[config.mk]
export PLATFORM = sky130hd
export DESIGN_NAME = uart_os_rx
export DESIGN_NICKNAME = d
export VERILOG_FILES = /design/src/rtl/uart_os_rx_pkg.sv /design/src/rtl/uart_os_rx_sampler.sv /design/src/rtl/uart_os_rx_frame.sv /design/src/rtl/uart_os_rx_hold.sv /design/src/rtl/uart_os_rx.sv
export SDC_FILE = /design/constraint.sdc
export NUM_CORES = 1
export LEC_CHECK = 0
export ABC_AREA = 1
export BUFFER_PORTS_ARGS = -buffer_cell sky130_fd_sc_hd__buf_4
export CAP_MARGIN = 40
export CORE_ASPECT_RATIO = 0.6
export CORE_MARGIN = 10
export CORE_UTILIZATION = 41
export CTS_BUF_LIST = sky130_fd_sc_hd__clkbuf_2 sky130_fd_sc_hd__clkbuf_4 sky130_fd_sc_hd__clkbuf_8
export DETAILED_ROUTE_END_ITERATION = 8
export GPL_TIMING_DRIVEN = 1
export MAX_ROUTING_LAYER = met4
export PLACE_DENSITY = 0.6
export SYNTH_ARGS = -nofsm -noshare
export SYNTH_HDL_FRONTEND = slang
export SYNTH_SLANG_ARGS = --single-unit
[constraint.sdc]
create_clock -name clk -period 1.66 [get_ports clk]
set_clock_uncertainty 0.05 [all_clocks]
set_input_delay 0 -clock clk [delete_from_list [all_inputs] [get_ports clk]]
set_output_delay 0 -clock clk [all_outputs]
set_load 0.02 [all_outputs]
[src/rtl/uart_os_rx_pkg.sv]
package uart_os_rx_pkg;

  typedef enum logic [1:0] {
    PH_IDLE,
    PH_START,
    PH_DATA,
    PH_STOP
  } rx_phase_t;

  // majority of three mid-bit samples
  function automatic logic vote3(input logic a, input logic b, input logic c);
    return (a & b) | (a & c) | (b & c);
  endfunction

  // any disagreement among the three mid-bit samples
  function automatic logic split3(input logic a, input logic b, input logic c);
    return (a ^ b) | (b ^ c);
  endfunction

endpackage

[src/rtl/uart_os_rx_sampler.sv]
module uart_os_rx_sampler
  import uart_os_rx_pkg::*;
#(
  parameter int OSR = 16,
  parameter int MID = 9
) (
  input  logic clk,
  input  logic rst_n,
  input  logic clr,
  input  logic tick,
  input  logic line,
  input  logic busy,
  input  logic start_det,
  output logic bit_end,
  output logic bit_val,
  output logic bit_noisy
);

  localparam int CW = $clog2(OSR + 1);
  localparam logic [CW-1:0] S_LO  = CW'(MID - 1);
  localparam logic [CW-1:0] S_MID = CW'(MID);
  localparam logic [CW-1:0] S_HI  = CW'(MID + 1);
  localparam logic [CW-1:0] S_END = CW'(OSR);

  logic [CW-1:0] taken;
  logic [CW-1:0] nidx;
  logic [2:0]    win;

  assign nidx = taken + CW'(1);

  always_ff @(posedge clk or negedge rst_n) begin
    if (!rst_n) begin
      taken <= '0;
      win   <= '0;
    end else if (clr) begin
      taken <= '0;
      win   <= '0;
    end else if (tick) begin
      if (!busy) begin
        taken <= start_det ? CW'(1) : '0;
      end else if (nidx == S_END) begin
        taken <= '0;
      end else begin
        taken <= nidx;
      end
      if (busy && nidx == S_LO)  win[0] <= line;
      if (busy && nidx == S_MID) win[1] <= line;
      if (busy && nidx == S_HI)  win[2] <= line;
    end
  end

  assign bit_end   = tick & busy & (nidx == S_END);
  assign bit_val   = vote3(win[0], win[1], win[2]);
  assign bit_noisy = split3(win[0], win[1], win[2]);

endmodule

[src/rtl/uart_os_rx_frame.sv]
module uart_os_rx_frame
  import uart_os_rx_pkg::*;
#(
  parameter int DATA_W = 8
) (
  input  logic              clk,
  input  logic              rst_n,
  input  logic              clr,
  input  logic              tick,
  input  logic              line,
  input  logic              len9,
  input  logic              bit_end,
  input  logic              bit_val,
  input  logic              bit_noisy,
  output logic              busy,
  output logic              start_det,
  output logic              false_start,
  output logic              char_done,
  output logic [DATA_W-1:0] char_data,
  output logic              char_b8,
  output logic              char_noise,
  output logic              char_ferr
);

  localparam int SH_W = DATA_W + 1;
  localparam int IW   = $clog2(SH_W + 1);
  localparam logic [IW-1:0] N_WIDE  = IW'(SH_W);
  localparam logic [IW-1:0] N_NARROW = IW'(DATA_W);

  rx_phase_t       phase;
  logic [SH_W-1:0] sh;
  logic [IW-1:0]   idx;
  logic            wide;
  logic            acc;

  assign busy        = (phase != PH_IDLE);
  assign start_det   = tick & (phase == PH_IDLE) & ~line;
  assign false_start = bit_end & (phase == PH_START) & bit_val;
  assign char_done   = bit_end & (phase == PH_STOP);
  assign char_data   = wide ? sh[DATA_W-1:0] : sh[SH_W-1:1];
  assign char_b8     = wide & sh[SH_W-1];
  assign char_noise  = acc | bit_noisy;
  assign char_ferr   = ~bit_val;

  always_ff @(posedge clk or negedge rst_n) begin
    if (!rst_n) begin
      phase <= PH_IDLE;
      sh    <= '0;
      idx   <= '0;
      wide  <= 1'b0;
      acc   <= 1'b0;
    end else if (clr) begin
      phase <= PH_IDLE;
      sh    <= '0;
      idx   <= '0;
      wide  <= 1'b0;
      acc   <= 1'b0;
    end else if (start_det) begin
      phase <= PH_START;
      wide  <= len9;
    end else if (bit_end) begin
      unique case (phase)
        PH_START: begin
          if (bit_val) begin
            phase <= PH_IDLE;
          end else begin
            phase <= PH_DATA;
            idx   <= '0;
            acc   <= bit_noisy;
          end
        end
        PH_DATA: begin
          sh  <= {bit_val, sh[SH_W-1:1]};
          idx <= idx + IW'(1);
          acc <= acc | bit_noisy;
          if ((idx + IW'(1)) == (wide ? N_WIDE : N_NARROW)) phase <= PH_STOP;
        end
        PH_STOP: phase <= PH_IDLE;
        default: phase <= PH_IDLE;
      endcase
    end
  end

endmodule

[src/rtl/uart_os_rx_hold.sv]
module uart_os_rx_hold #(
  parameter int DATA_W = 8
) (
  input  logic              clk,
  input  logic              rst_n,
  input  logic              clr,
  input  logic              char_done,
  input  logic [DATA_W-1:0] char_data,
  input  logic              char_b8,
  input  logic              char_noise,
  input  logic              char_ferr,
  input  logic              stat_rd,
  input  logic              data_rd,
  output logic [DATA_W-1:0] rx_data,
  output logic              rx_bit8,
  output logic              rx_full,
  output logic              rx_noise,
  output logic              rx_ferr,
  output logic              rx_ovr,
  output logic              clear_evt
);

  logic armed;

  assign clear_evt = data_rd & armed;

  always_ff @(posedge clk or negedge rst_n) begin
    if (!rst_n) begin
      rx_data  <= '0;
      rx_bit8  <= 1'b0;
      rx_full  <= 1'b0;
      rx_noise <= 1'b0;
      rx_ferr  <= 1'b0;
      rx_ovr   <= 1'b0;
      armed    <= 1'b0;
    end else if (clr) begin
      rx_data  <= '0;
      rx_bit8  <= 1'b0;
      rx_full  <= 1'b0;
      rx_noise <= 1'b0;
      rx_ferr  <= 1'b0;
      rx_ovr   <= 1'b0;
      armed    <= 1'b0;
    end else begin
      if (char_done) begin
        if (rx_full && !clear_evt) begin
          rx_ovr <= 1'b1;
        end else begin
          rx_data  <= char_data;
          rx_bit8  <= char_b8;
          rx_full  <= 1'b1;
          rx_noise <= char_noise;
          rx_ferr  <= char_ferr;
          rx_ovr   <= 1'b0;
        end
      end else if (clear_evt) begin
        rx_full  <= 1'b0;
        rx_noise <= 1'b0;
        rx_ferr  <= 1'b0;
        rx_ovr   <= 1'b0;
      end
      if (data_rd)      armed <= 1'b0;
      else if (stat_rd) armed <= 1'b1;
    end
  end

endmodule

[src/rtl/uart_os_rx.sv]
module uart_os_rx #(
  parameter int DATA_W = 8,
  parameter int OSR    = 16,
  parameter int MID    = 9
) (
  input  logic              clk,
  input  logic              rst_n,
  input  logic              rx_en,
  input  logic              tick16,
  input  logic              rx_line,
  input  logic              len9,
  input  logic              irq_en,
  input  logic              stat_rd,
  input  logic              data_rd,
  output logic [DATA_W-1:0] rx_data,
  output logic              rx_bit8,
  output logic              rx_full,
  output logic              rx_noise,
  output logic              rx_ferr,
  output logic              rx_ovr,
  output logic              rx_irq
);

  // internal events, named for the checker
  logic              clr;
  logic              busy;
  logic              start_det;
  logic              bit_end;
  logic              bit_val;
  logic              bit_noisy;
  logic              false_start;
  logic              char_done;
  logic [DATA_W-1:0] char_data;
  logic              char_b8;
  logic              char_noise;
  logic              char_ferr;
  logic              clear_evt;

  assign clr = ~rx_en;

  uart_os_rx_sampler #(.OSR(OSR), .MID(MID)) u_sampler (
    .clk       (clk),
    .rst_n     (rst_n),
    .clr       (clr),
    .tick      (tick16),
    .line      (rx_line),
    .busy      (busy),
    .start_det (start_det),
    .bit_end   (bit_end),
    .bit_val   (bit_val),
    .bit_noisy (bit_noisy)
  );

  uart_os_rx_frame #(.DATA_W(DATA_W)) u_frame (
    .clk         (clk),
    .rst_n       (rst_n),
    .clr         (clr),
    .tick        (tick16),
    .line        (rx_line),
    .len9        (len9),
    .bit_end     (bit_end),
    .bit_val     (bit_val),
    .bit_noisy   (bit_noisy),
    .busy        (busy),
    .start_det   (start_det),
    .false_start (false_start),
    .char_done   (char_done),
    .char_data   (char_data),
    .char_b8     (char_b8),
    .char_noise  (char_noise),
    .char_ferr   (char_ferr)
  );

  uart_os_rx_hold #(.DATA_W(DATA_W)) u_hold (
    .clk        (clk),
    .rst_n      (rst_n),
    .clr        (clr),
    .char_done  (char_done),
    .char_data  (char_data),
    .char_b8    (char_b8),
    .char_noise (char_noise),
    .char_ferr  (char_ferr),
    .stat_rd    (stat_rd),
    .data_rd    (data_rd),
    .rx_data    (rx_data),
    .rx_bit8    (rx_bit8),
    .rx_full    (rx_full),
    .rx_noise   (rx_noise),
    .rx_ferr    (rx_ferr),
    .rx_ovr     (rx_ovr),
    .clear_evt  (clear_evt)
  );

  assign rx_irq = rx_full & irq_en;

endmodule

Word level (Yosys, flattened, before mapping):

Index checks and enable logic that the tools add are counted.
Widths: inputs -> output; s select.

* bits in registers: 39
* input port bits: 9
* output and inout port bits: 14
* word-level logic and storage cells: 133

* add/sub/neg operators: 2
* eq/ne operators: 25
* muxes and demuxes: 56
* bitwise logic cells: 19
* reductions and logical operators: 15

Operator list (count)
* $mux 9: 4
* $mux 8: 4
* $mux 1: 30
* $mux 5: 4
* $mux 4: 4
* $ne 2x1->1 const B: 8
* $eq 5x4->1 const B: 3
* $ne 3x1->1 const B: 4
* $reduce_and 2->1: 6
* $and 1x1->1: 11
* $mux 2: 5
* $pmux 4 s2: 1
* $mux 3: 2
* $ne 3x3->1 const B: 2
* $add 5x1->5 const B: 1
* $eq 5x5->1 const B: 1
* $add 4x1->4 const B: 1
* $eq 2x2->1 const B: 2
* $eq 4x4->1: 1
* $logic_and 1x1->1: 4
* $ne 2x2->1 const B: 2
* $ne 4x3->1 const B: 1
* $or 1x1->1: 4
* $pmux 2 s2: 1
* 9 further kinds: 11

Longest topological paths before layout:

Gate-level depths: netlist of the first run.

* word-level depth: 8
* mapped depth: 11

Cells and area by module:

From an unflattened synthesis of the first run, not the netlist that was laid out.

* cell total of the unflattened synthesis: 277
* area total of the unflattened synthesis: 2254.7 um^2

Modules (own cells, without submodules)
* uart_os_rx_frame: instances 1, cells each 132, area each 1057.3 um^2
* uart_os_rx_hold: instances 1, cells each 65, area each 608.1 um^2
* uart_os_rx_sampler: instances 1, cells each 77, area each 578.1 um^2
* uart_os_rx: instances 1, cells each 3, area each 11.3 um^2

Least setup slack after synthesis of the first run:

OpenSTA, ideal clock, no wires.

* path type: register to register
* start point: reg u_sampler.taken[0]
* end point: reg u_hold.rx_data[7]
* setup time: 0.123 ns
* arrival: 1.499 ns
* data required time: 1.487 ns
* path slack: -0.012 ns
* stages on the path, launching flop included: 11
* path buffers: 1
* cell sequence: dfrtp_1 ha_1 nand2_2 nand3_2 nor2_4 nand4_2 nand2_2 nand2_4 buf_6 nand2_2 o21ai_2

* cells in the longest elaborated chain, start to end: 6

RTL lines
* from (decl): RTL line uart_os_rx_sampler.sv:25 `logic [CW-1:0] taken;`
* from (signal assigned): RTL line uart_os_rx_sampler.sv:40 `taken <= start_det ? CW'(1) : '0;`
* from (signal assigned): RTL line uart_os_rx_sampler.sv:44 `taken <= nidx;`
* $add 5x1->5: RTL line uart_os_rx_sampler.sv:29 `assign nidx = taken + CW'(1);`
* $eq 5x5->1: RTL line uart_os_rx_sampler.sv:52 `assign bit_end = tick & busy & (nidx == S_END);`
* $and 1x1->1: RTL line uart_os_rx_sampler.sv:52
* $and 1x1->1: RTL line uart_os_rx_frame.sv:39 `assign char_done = bit_end & (phase == PH_STOP);`
* $ne 2x1->1 (no source line)
* $reduce_and 2->1 (no source line)
* to (signal assigned): RTL line uart_os_rx_hold.sv:49 `rx_data <= char_data;`
* to (decl): RTL line uart_os_rx_hold.sv:14 `output logic [DATA_W-1:0] rx_data,`

Every way passes these cells.
A chain may end at the register's enable or synchronous reset.

Final worst setup path of the first run:

* start point: reg u_sampler.taken[1]
* end point: reg u_frame.sh[0]

* cells in the longest elaborated chain, start to end: 5

RTL lines
* $add 5x1->5: RTL line uart_os_rx_sampler.sv:29
* $eq 5x5->1: RTL line uart_os_rx_sampler.sv:52
* $and 1x1->1: RTL line uart_os_rx_sampler.sv:52
* $ne 2x1->1 (no source line)
* $reduce_and 3->1 (no source line)
* to (signal assigned): RTL line uart_os_rx_frame.sv:73 `sh <= {bit_val, sh[SH_W-1:1]};`
* to (decl): RTL line uart_os_rx_frame.sv:31 `logic [SH_W-1:0] sh;`

Every way passes these cells.

==> results.json, run 1 <==
{
  "multi_input_area_um2": 1190,
  "outcome": "complete, but fails checks",
  "dieArea_um2": 8500,
  "vias": 1861,
  "synthDistinctLibCells": 28,
  "tightest_slew_ps": 505,
  "ir_drop_uv": 317,
  "ant_nets": 0,
  "cts.sinks": 39,
  "grt_pass1_vias": 1659,
  "rrSetupSlack_ps": -50,
  "power_switching_mw": 0.507,
  "pre_cts_ws_ps": -80.6,
  "violations": "hold timing, setup timing",
  "hold_violations": 1,
  "slew_violations": 0,
  "tns_ps": -736,
  "pin_count": 23,
  "final_core_util_pct": 57.4,
  "layout.cell_area.non_filler_um2": 2870,
  "grt_max_degree": 40,
  "netlist_area_um2": 2110,
  "final_layout_size_suffix_gt1_share_pct": 35.8,
  "crit_slowest_cell": "dfrtp_2",
  "fin_crit_ps": 1710,
  "max_stage_delay_ps": 450,
  "mostFrequentLayoutCells": "buf_4, dfrtp_1, inv_1",
  "holdPathEnd": "u_sampler.win[1]",
  "p_seq_share_pct": 52.2,
  "mostFrequentLayoutCell": "buf_4",
  "diodes": 0,
  "worstPathBufferInverterCount": 1,
  "min_path_cells": 5,
  "endpoint_kind": "flop",
  "place.gp.congestion": 0.884,
  "timing.final.ws_setup_ps": -50.8,
  "fin_nets": 318,
  "die_y_um": 75.5,
  "synth_nets": 265,
  "ys_ff_latch": 39,
  "dp_hpwl_um": 3630,
  "drc": 0,
  "required_ps": 1780,
  "grt_pass1_wl_um": 8340,
  "grt_overflow": 0,
  "fill_cells": 434,
  "power_frac_comb_pct": 11.6,
  "drt_wl_total_um": 5450,
  "clk_pin_slew_ps": 80,
  "syn_inst": 245,
  "arrival_ps": 1830,
  "powerDensity_nw_per_um2": 649,
  "path_cells": "buf_6 -> nand4_1 -> nand2_2 -> nor2_4 -> nand3_4 -> o21ai_4 -> o22ai_1",
  "rsz0062_at_grt": "true",
  "core_um2": 5000,
  "grt_use_total_pct": 12.6,
  "syn2layout_area_growth_pct": 36.4,
  "final-seq-area_um2": 978,
  "pwr-share-clk_pct": 36.2,
  "ys_warn_count": 0,
  "worstSetupPathType": "reg -> reg",
  "via_per_inst": 5.10,
  "setup_viol": 26,
  "cts_tree": "yes",
  "hold_class": "in -> reg",
  "fmax_ghz": 0.585,
  "cellLeakagePower_nw": 1.34,
  "die_w_um": 113,
  "p_sw_share_pct": 27.2,
  "syn_area_per_cell_um2": 8.59,
  "drt_pass1_iterations": 4,
  "cp_top_family": "simple AND/OR/NAND/NOR gates",
  "num_rows": 20,
  "insertion_delay_ps": 300,
  "first_iter_violations": 130,
  "whs_ps": -2.06,
  "r2r_end": "u_frame.sh[0]",
  "r2r_start": "u_sampler.taken[1]",
  "start_util_pct": 42.1,
  "hold_start": "rx_line",
  "wire_per_inst_um": 14.9,
  "reg2reg_depth": 7,
  "port_buffers": 22,
  "cts-root-buf": "clkbuf_8",
  "placed_area_um2": 2470,
  "fin_crit_sh_pct": 103,
  "ys_seq_area_share_pct": 46.3,
  "p_int_mw": 1.36,
  "htree_num_levels": 2,
  "start_kind": "flop",
  "antenna_found_initial": 0,
  "max-slew-margin-rel_pct": 66.3,
  "cap_violations": 0,
  "cts_made_buffers": 5,
  "cts.path.max_buffers": 2,
  "crit_fanout": 5
}
[registers in the layout, indices dropped and copies added, names as in the netlist, 2 cells and up]
| name | count |
|---|---|
| u_frame.sh | 9 |
| u_frame.phase | 2 |
| u_frame.idx | 4 |
| u_sampler.taken | 5 |
| u_sampler.win | 3 |
| u_hold.rx_data | 8 |
[how the worst max path moves through the flow]
stage / start / endpoint / slack (ps) / cells after the start
after floorplan: u_sampler.taken[0] / u_hold.rx_data[7] / 1 / 11
after CTS: u_sampler.taken[1] / u_frame.sh[2] / -30 / 8
after detailed placement: u_sampler.taken[0] / u_hold.rx_data[2] / -80 / 10
after global placement: u_sampler.taken[0] / u_hold.rx_data[3] / -40 / 10
final: u_sampler.taken[1] / u_frame.sh[0] / -50 / 7
after global routing: u_sampler.taken[0] / u_sampler.win[2] / -150 / 10
[cells by family (layout without fill, tap and decap cells)]
family	Yosys count	in the layout	share of synthesized area, %
AO/OA/AOI/OAI	63	64	18.4
XOR/XNOR	2	2	0.832
adder cells (fa/ha/maj)	11	11	6.54
buffers and inverters	43	94	8.08
flip-flops	39	39	46.3
AND/OR/NAND/NOR	87	89	19.8
[Yosys cell counts, drive strengths merged]
cell type / count / area (um2)
nand2: 53 / 226
dfrtp: 39 / 976
o21ai: 37 / 230
inv: 36 / 135
nand3: 15 / 90.1
a21oi: 13 / 68.8
nor2: 12 / 52.6
ha: 11 / 138
o22ai: 10 / 62.6
clkbuf: 4 / 15.0
nand4: 4 / 31.3
clkinv: 2 / 8.75
nor3: 2 / 10.0
o2111ai: 2 / 17.5
xnor2: 2 / 17.5
and2: 1 / 6.26
buf: 1 / 11.3
o32ai: 1 / 8.76
[power groups by stage]
stage | combinational [mW] | sequential [mW] | clock, mW
final | 0.216 | 0.974 | 0.675
after global routing | 0.237 | 0.976 | 0.718
after CTS | 0.193 | 0.972 | 0.681
after detailed placement | 0.174 | 0.990 | 0
after global placement | 0.175 | 0.989 | 0
after floorplan | 0.0808 | 0.999 | 0
[metrics by stage]
step	total power [mW]	cells
6_report	1.86	365
5_1_grt	1.93	365
4_1_cts	1.85	361
3_5_place_dp	1.16	347
3_3_place_gp	1.16	347
2_1_floorplan	1.08	245
[metal layers]
| metal | wire length (um) | global-route usage [%] |
|---|---|---|
| met4 | 64 | 4.62 |
| met5 | 0 | - |
| met1 | 2890 | 17.5 |
| met2 | 2230 | 16.8 |
| met3 | 267 | 3.69 |
[area by class of cell]
cell class	count	share of cell area, %
Sequential cell	39	34.1
Timing Repair Buffer	48	13.4
Tap cell	66	2.87
Clock inverter	2	0.436
Clock buffer	6	2.66
Inverter	38	5.23
Multi-Input combinational cell	166	41.4
[worst min-delay path: stages]
cell	delay, ps
buf_4	90
nand2_1	40
inv_1	70
o21ai_1	80
inv_1	40
[timing repair]
item	4_1_cts	5_1_grt
hold endpoints to repair	42	0
buffers inserted	0	2
setup endpoints to repair	23	31
cloned	1	2
gates resized for setup	7	48
pin swaps	3	14
hold buffers	5	0
No activity file was read; power rests on OpenSTA's default activity.
==> inputs of run 2 (changes only) <==
--- a/config.mk
+++ b/config.mk
@@ -15,7 +15,7 @@
 export DETAILED_ROUTE_END_ITERATION = 8
 export GPL_TIMING_DRIVEN = 1
 export MAX_ROUTING_LAYER = met4
-export PLACE_DENSITY = 0.6
+export PLACE_DENSITY_LB_ADDON = 0.15
 export SYNTH_ARGS = -nofsm -noshare
 export SYNTH_HDL_FRONTEND = slang
 export SYNTH_SLANG_ARGS = --single-unit
==> run 2 against run 1 <==
  * The run ends with setup timing left
  * Non-clock buffer count stayed put
  * Final cell count is 0.27% lower
  * Sequential share of layout area rose by 0.14 points
  * First-iteration DRC count is 18% higher
  * Flip-flop and latch count is the same
  * Combinational power grew 3%
  * Die area is the same
  * Sequential power is essentially flat
  * Utilization down 0.37 points
  * Via count down 4.6%
  * Register-to-register slack hardly changed
==> results.json, run 2 (synthesis gave the netlist of run 1 again) <==
{
  "outcome": "complete, but fails checks",
  "violations": "setup timing",
  "slew_violations": 0,
  "syn2layout_area_growth_pct": 35.5,
  "final-seq-area_um2": 976,
  "tightest_slew_ps": 565,
  "final_layout_size_suffix_gt1_share_pct": 33.6,
  "grt_pass1_wl_um": 8140,
  "first_iter_violations": 153,
  "setup_viol": 20,
  "fin_crit_ps": 1720,
  "fin_crit_sh_pct": 103,
  "start_util_pct": 42.1,
  "insertion_delay_ps": 290,
  "endpoint_kind": "flop",
  "mostFrequentLayoutCell": "buf_4",
  "num_rows": 20,
  "power_switching_mw": 0.509,
  "rsz0062_at_grt": "true",
  "dp_hpwl_um": 3510,
  "grt_max_degree": 40,
  "place.gp.congestion": 0.844,
  "ant_nets": 0,
  "mostFrequentLayoutCells": "buf_4, dfrtp_1, inv_1",
  "holdPathEnd": "u_sampler.win[2]",
  "cellLeakagePower_nw": 1.35,
  "worstSetupPathType": "reg -> reg",
  "cts-root-buf": "clkbuf_8",
  "die_w_um": 113,
  "die_y_um": 75.5,
  "timing.final.ws_setup_ps": -55.5,
  "reg_top3": "u_frame.sh x9, u_hold.rx_data x8, u_sampler.taken x5",
  "required_ps": 1770,
  "r2r_end": "u_frame.sh[7]",
  "diodes": 0,
  "arrival_ps": 1830,
  "pwr-share-clk_pct": 40.4,
  "largest_register_ff_count": 9,
  "multi_input_area_um2": 1150,
  "power_frac_comb_pct": 11.1,
  "grt_use_total_pct": 12.2,
  "hold_start": "rx_line",
  "drt_wl_total_um": 5210,
  "cts.sinks": 39,
  "p_sw_share_pct": 25.4,
  "hold_violations": 0,
  "min_path_cells": 5,
  "port_buffers": 22,
  "total_power_mw": 2.01,
  "fmax_ghz": 0.583,
  "pin_count": 23,
  "cap_violations": 0,
  "cts_tree": "yes",
  "drc": 0,
  "core_um2": 5000,
  "ir_drop_uv": 482,
  "reg2reg_depth": 8,
  "via_per_inst": 4.88,
  "fill_cells": 448,
  "hold_class": "in -> reg",
  "p_int_mw": 1.50,
  "startpoint": "u_sampler.taken[1]",
  "drt_pass1_iterations": 4,
  "start_kind": "flop",
  "fin_nets": 317,
  "max-slew-margin-rel_pct": 62.2,
  "cts_made_buffers": 5,
  "clk_pin_slew_ps": 90,
  "antenna_found_initial": 0,
  "rrSetupSlack_ps": -60,
  "htree_num_levels": 2,
  "cts.path.max_buffers": 2,
  "powerDensity_nw_per_um2": 703,
  "crit_fanout": 9,
  "grt_overflow": 0,
  "regMostFlops": "u_frame.sh",
  "dieArea_um2": 8500,
  "grt_pass1_vias": 1590,
  "vias": 1776,
  "r2r_start": "u_sampler.taken[1]",
  "p_seq_share_pct": 48.5,
  "wire_per_inst_um": 14.3,
  "final_core_util_pct": 57.0
}
run 2: cell types whose count changed in the layout (fill, tap and decap cells not counted), moves of 3 or more:
cell,change
o21ai_1,+3
o22ai_1,+3
o21ai_2,-3
o22ai_2,-3
run 2: worst max path at each step:
stage                              endpoint  slack (ps)
after CTS                   u_hold.rx_noise        -0.8
after detailed placement     u_frame.idx[3]        -110
after global placement       u_frame.idx[2]         -90
after floorplan           u_hold.rx_data[7]           1
final                         u_frame.sh[7]         -60
after global routing          u_frame.sh[1]        -140
run 2: worst max-delay path, cell delays in order (launching register included):
cell	delay, ps
dfrtp_1	430
buf_6	130
nand3_1	70
nand2_1	80
nand2_2	90
nor2_4	190
nand3_4	140
o21ai_4	280
o22ai_1	120
run 2: layout make-up:
| cell class | count | share of cell area, % |
|---|---|---|
| Multi-Input combinational cell | 165 | 40.5 |
| Sequential cell | 39 | 34.2 |
| Timing Repair Buffer | 48 | 13.3 |
| Inverter | 38 | 5.17 |
| Tap cell | 66 | 2.89 |
| Clock buffer | 5 | 2.41 |
| Clock inverter | 3 | 1.53 |
run 2: through the flow:
step | std cells | TNS (ps) | setup WS (ps) | instance area (um2) | hold WS [ps]
CTS | 361 | -0.755 | -0.755 | 2680 | 24.4
finish | 364 | -626 | -55.5 | 2850 | 15.8
detailed placement | 345 | -524 | -110 | 2460 | -45.7
floorplan | 245 | 0 | 1.32 | 2110 | -346
global route | 364 | -2680 | -139 | 2850 | 31.9
global placement | 345 | -410 | -93.8 | 2460 | -47.0
run 2: repair_timing:
item / 4_1_cts / 5_1_grt
endpoints found under the setup margin: 17 / 31
endpoints found under the hold margin: 44 / 0
setup buffers: 2 / 2
gates cloned: 1 / 1
resized for setup: 7 / 40
pin swaps: 8 / 6
hold buffers: 5 / 0
run 2: routing by layer:
layer / part of all wire [%] / GRT usage (%) / up-vias
met3: 6.3 / 3.93 / 5
met5: 0 / - / -
met4: 0.46 / 2.38 / 0
met2: 40 / 15.5 / 41
li1: - / - / 920
met1: 53 / 17.9 / 810
run 2: power by group through the flow:
stage	clock network [mW]	logic (mW)	registers, mW
6_report	0.812	0.222	0.974
3_3_place_gp	0	0.178	0.989
3_5_place_dp	0	0.179	0.990
5_1_grt	0.874	0.245	0.977
4_1_cts	0.818	0.200	0.971
2_1_floorplan	0	0.0808	0.999
==> inputs of run 3 (changes only) <==
--- a/config.mk
+++ b/config.mk
@@ -16,6 +16,7 @@
 export GPL_TIMING_DRIVEN = 1
 export MAX_ROUTING_LAYER = met4
 export PLACE_DENSITY_LB_ADDON = 0.15
+export SKIP_LAST_GASP = 1
 export SYNTH_ARGS = -nofsm -noshare
 export SYNTH_HDL_FRONTEND = slang
 export SYNTH_SLANG_ARGS = --single-unit
==> run 3 against run 2 <==
  * The run still ends with setup timing left
  * First-iteration DRC count fell by 24%
  * Routed wire length shrank 0.44%
  * Critical path depth stayed put
  * Fmax down 0.39%
  * Global-route usage stayed put
  * Sequential share of layout area increased by 0.075 points
  * Total power shrank 0.49%
  * Sequential power is essentially flat
  * Worst hold slack lost 5.9 ps
  * Critical endpoint unchanged
  * Largest power group unchanged
  * Highest routed layer unchanged
==> results.json, run 3 (synthesis gave the netlist of run 1 again) <==
{
  "setup_viol": 20,
  "reg_top3": "u_frame.sh x9, u_hold.rx_data x8, u_sampler.taken x5",
  "cts_made_buffers": 5,
  "worstSetupPathType": "reg -> reg",
  "via_per_inst": 4.93,
  "fin_crit_ps": 1720,
  "layout.cell_area.non_filler_um2": 2850,
  "r2r_start": "u_sampler.taken[1]",
  "fin_nets": 317,
  "violations": "setup timing",
  "core_um2": 5000,
  "dieArea_um2": 8500,
  "syn2layout_area_growth_pct": 35.2,
  "htree_num_levels": 2,
  "total_power_mw": 2.00,
  "powerDensity_nw_per_um2": 702,
  "grt_max_degree": 40,
  "pin_count": 23,
  "hold_class": "in -> reg",
  "cts_tree": "yes",
  "startpoint": "u_sampler.taken[1]",
  "dp_hpwl_um": 3510,
  "holdPathEnd": "u_sampler.win[2]",
  "rrSetupSlack_ps": -60,
  "pwr-share-clk_pct": 40.2,
  "crit_fanout": 9,
  "p_seq_share_pct": 48.7,
  "fin_crit_sh_pct": 104,
  "r2r_end": "u_frame.sh[7]",
  "rsz0062_at_grt": "true",
  "p_sw_share_pct": 25.0,
  "timing.final.ws_setup_ps": -62.2,
  "required_ps": 1770,
  "drt_wl_total_um": 5190,
  "arrival_ps": 1830,
  "die_w_um": 113,
  "slew_violations": 0,
  "power_frac_comb_pct": 11.0,
  "port_buffers": 22,
  "grt_pass1_wl_um": 8140,
  "grt_use_total_pct": 12.2,
  "final_layout_size_suffix_gt1_share_pct": 33.2,
  "die_y_um": 75.5,
  "reg2reg_depth": 8,
  "tightest_slew_ps": 559,
  "start_util_pct": 42.1,
  "drc": 0,
  "hold_start": "rx_line",
  "final_core_util_pct": 56.9,
  "cts.path.max_buffers": 2,
  "min_path_cells": 5,
  "ir_drop_uv": 479,
  "endpoint_kind": "flop",
  "cellLeakagePower_nw": 1.35,
  "power_switching_mw": 0.500,
  "num_rows": 20,
  "placed_area_um2": 2460,
  "max-slew-margin-rel_pct": 62.7,
  "insertion_delay_ps": 290,
  "drt_pass1_iterations": 4,
  "grt_pass1_vias": 1590,
  "mostFrequentLayoutCells": "buf_4, dfrtp_1, inv_1",
  "hold_violations": 0,
  "grt_overflow": 0,
  "regMostFlops": "u_frame.sh",
  "vias": 1793,
  "antenna_found_initial": 0,
  "first_iter_violations": 117,
  "p_int_mw": 1.50,
  "clk_pin_slew_ps": 80,
  "fmax_ghz": 0.581,
  "cts.sinks": 39,
  "wire_per_inst_um": 14.3,
  "cts-root-buf": "clkbuf_8",
  "start_kind": "flop",
  "ant_nets": 0,
  "diodes": 0,
  "mostFrequentLayoutCell": "buf_4",
  "cap_violations": 0,
  "largest_register_ff_count": 9,
  "place.gp.congestion": 0.844,
  "outcome": "complete, but fails checks",
  "whs_ps": 9.89
}
run 3: worst max-delay path by stage:
stage | to
floorplan | u_hold.rx_data[7]
global route | u_frame.sh[1]
finish | u_frame.sh[7]
CTS | u_hold.rx_noise
detailed placement | u_frame.idx[3]
global placement | u_frame.idx[2]
run 3: layout make-up:
type | count | area [um2]
inverters | 38 | 148
well taps | 66 | 82.6
clock buffers | 5 | 68.8
flip-flops and latches | 39 | 976
repair buffers | 48 | 380
multi-input cells | 165 | 1150
clock inverters | 3 | 43.8
fillers | 448 | 2160
run 3: what timing repair did:
action,CTS,global route
setup buffers,2,2
hold buffers,5,0
cloned,1,1
gates resized for setup,7,37
pin swaps,7,8
setup endpoints to repair,17,31
endpoints found under the hold margin,44,0
run 3: worst max-delay path: stages, from the launching register on:
cell and delay, ps:
dfrtp_1 430, buf_6 130, nand3_1 70, nand2_1 80
nand2_2 90, nor2_4 190, nand3_4 140, o21ai_4 290
o22ai_1 120
run 3: per-stage QoR:
stage | TNS (ps) | std cells | setup WS, ps
after global routing | -2680 | 364 | -139
after CTS | -0.940 | 361 | -0.755
after global placement | -410 | 345 | -93.8
after floorplan | 0 | 245 | 1.32
final | -701 | 364 | -62.2
after detailed placement | -524 | 345 | -110
run 3: power by group through the flow:
stage	Sequential [mW]	Clock (mW)	Combinational [mW]
floorplan	0.999	0	0.0808
CTS	0.971	0.818	0.200
global route	0.977	0.874	0.243
finish	0.974	0.803	0.221
detailed placement	0.990	0	0.179
global placement	0.989	0	0.178
run 3: per-layer routing:
metal / up-vias / share of wire, % / track usage (%)
met5: - / 0 / -
met4: 0 / 0.25 / 2.38
met3: 2 / 6.8 / 3.93
met2: 44 / 40 / 15.5
met1: 826 / 53 / 17.9
li1: 921 / - / -
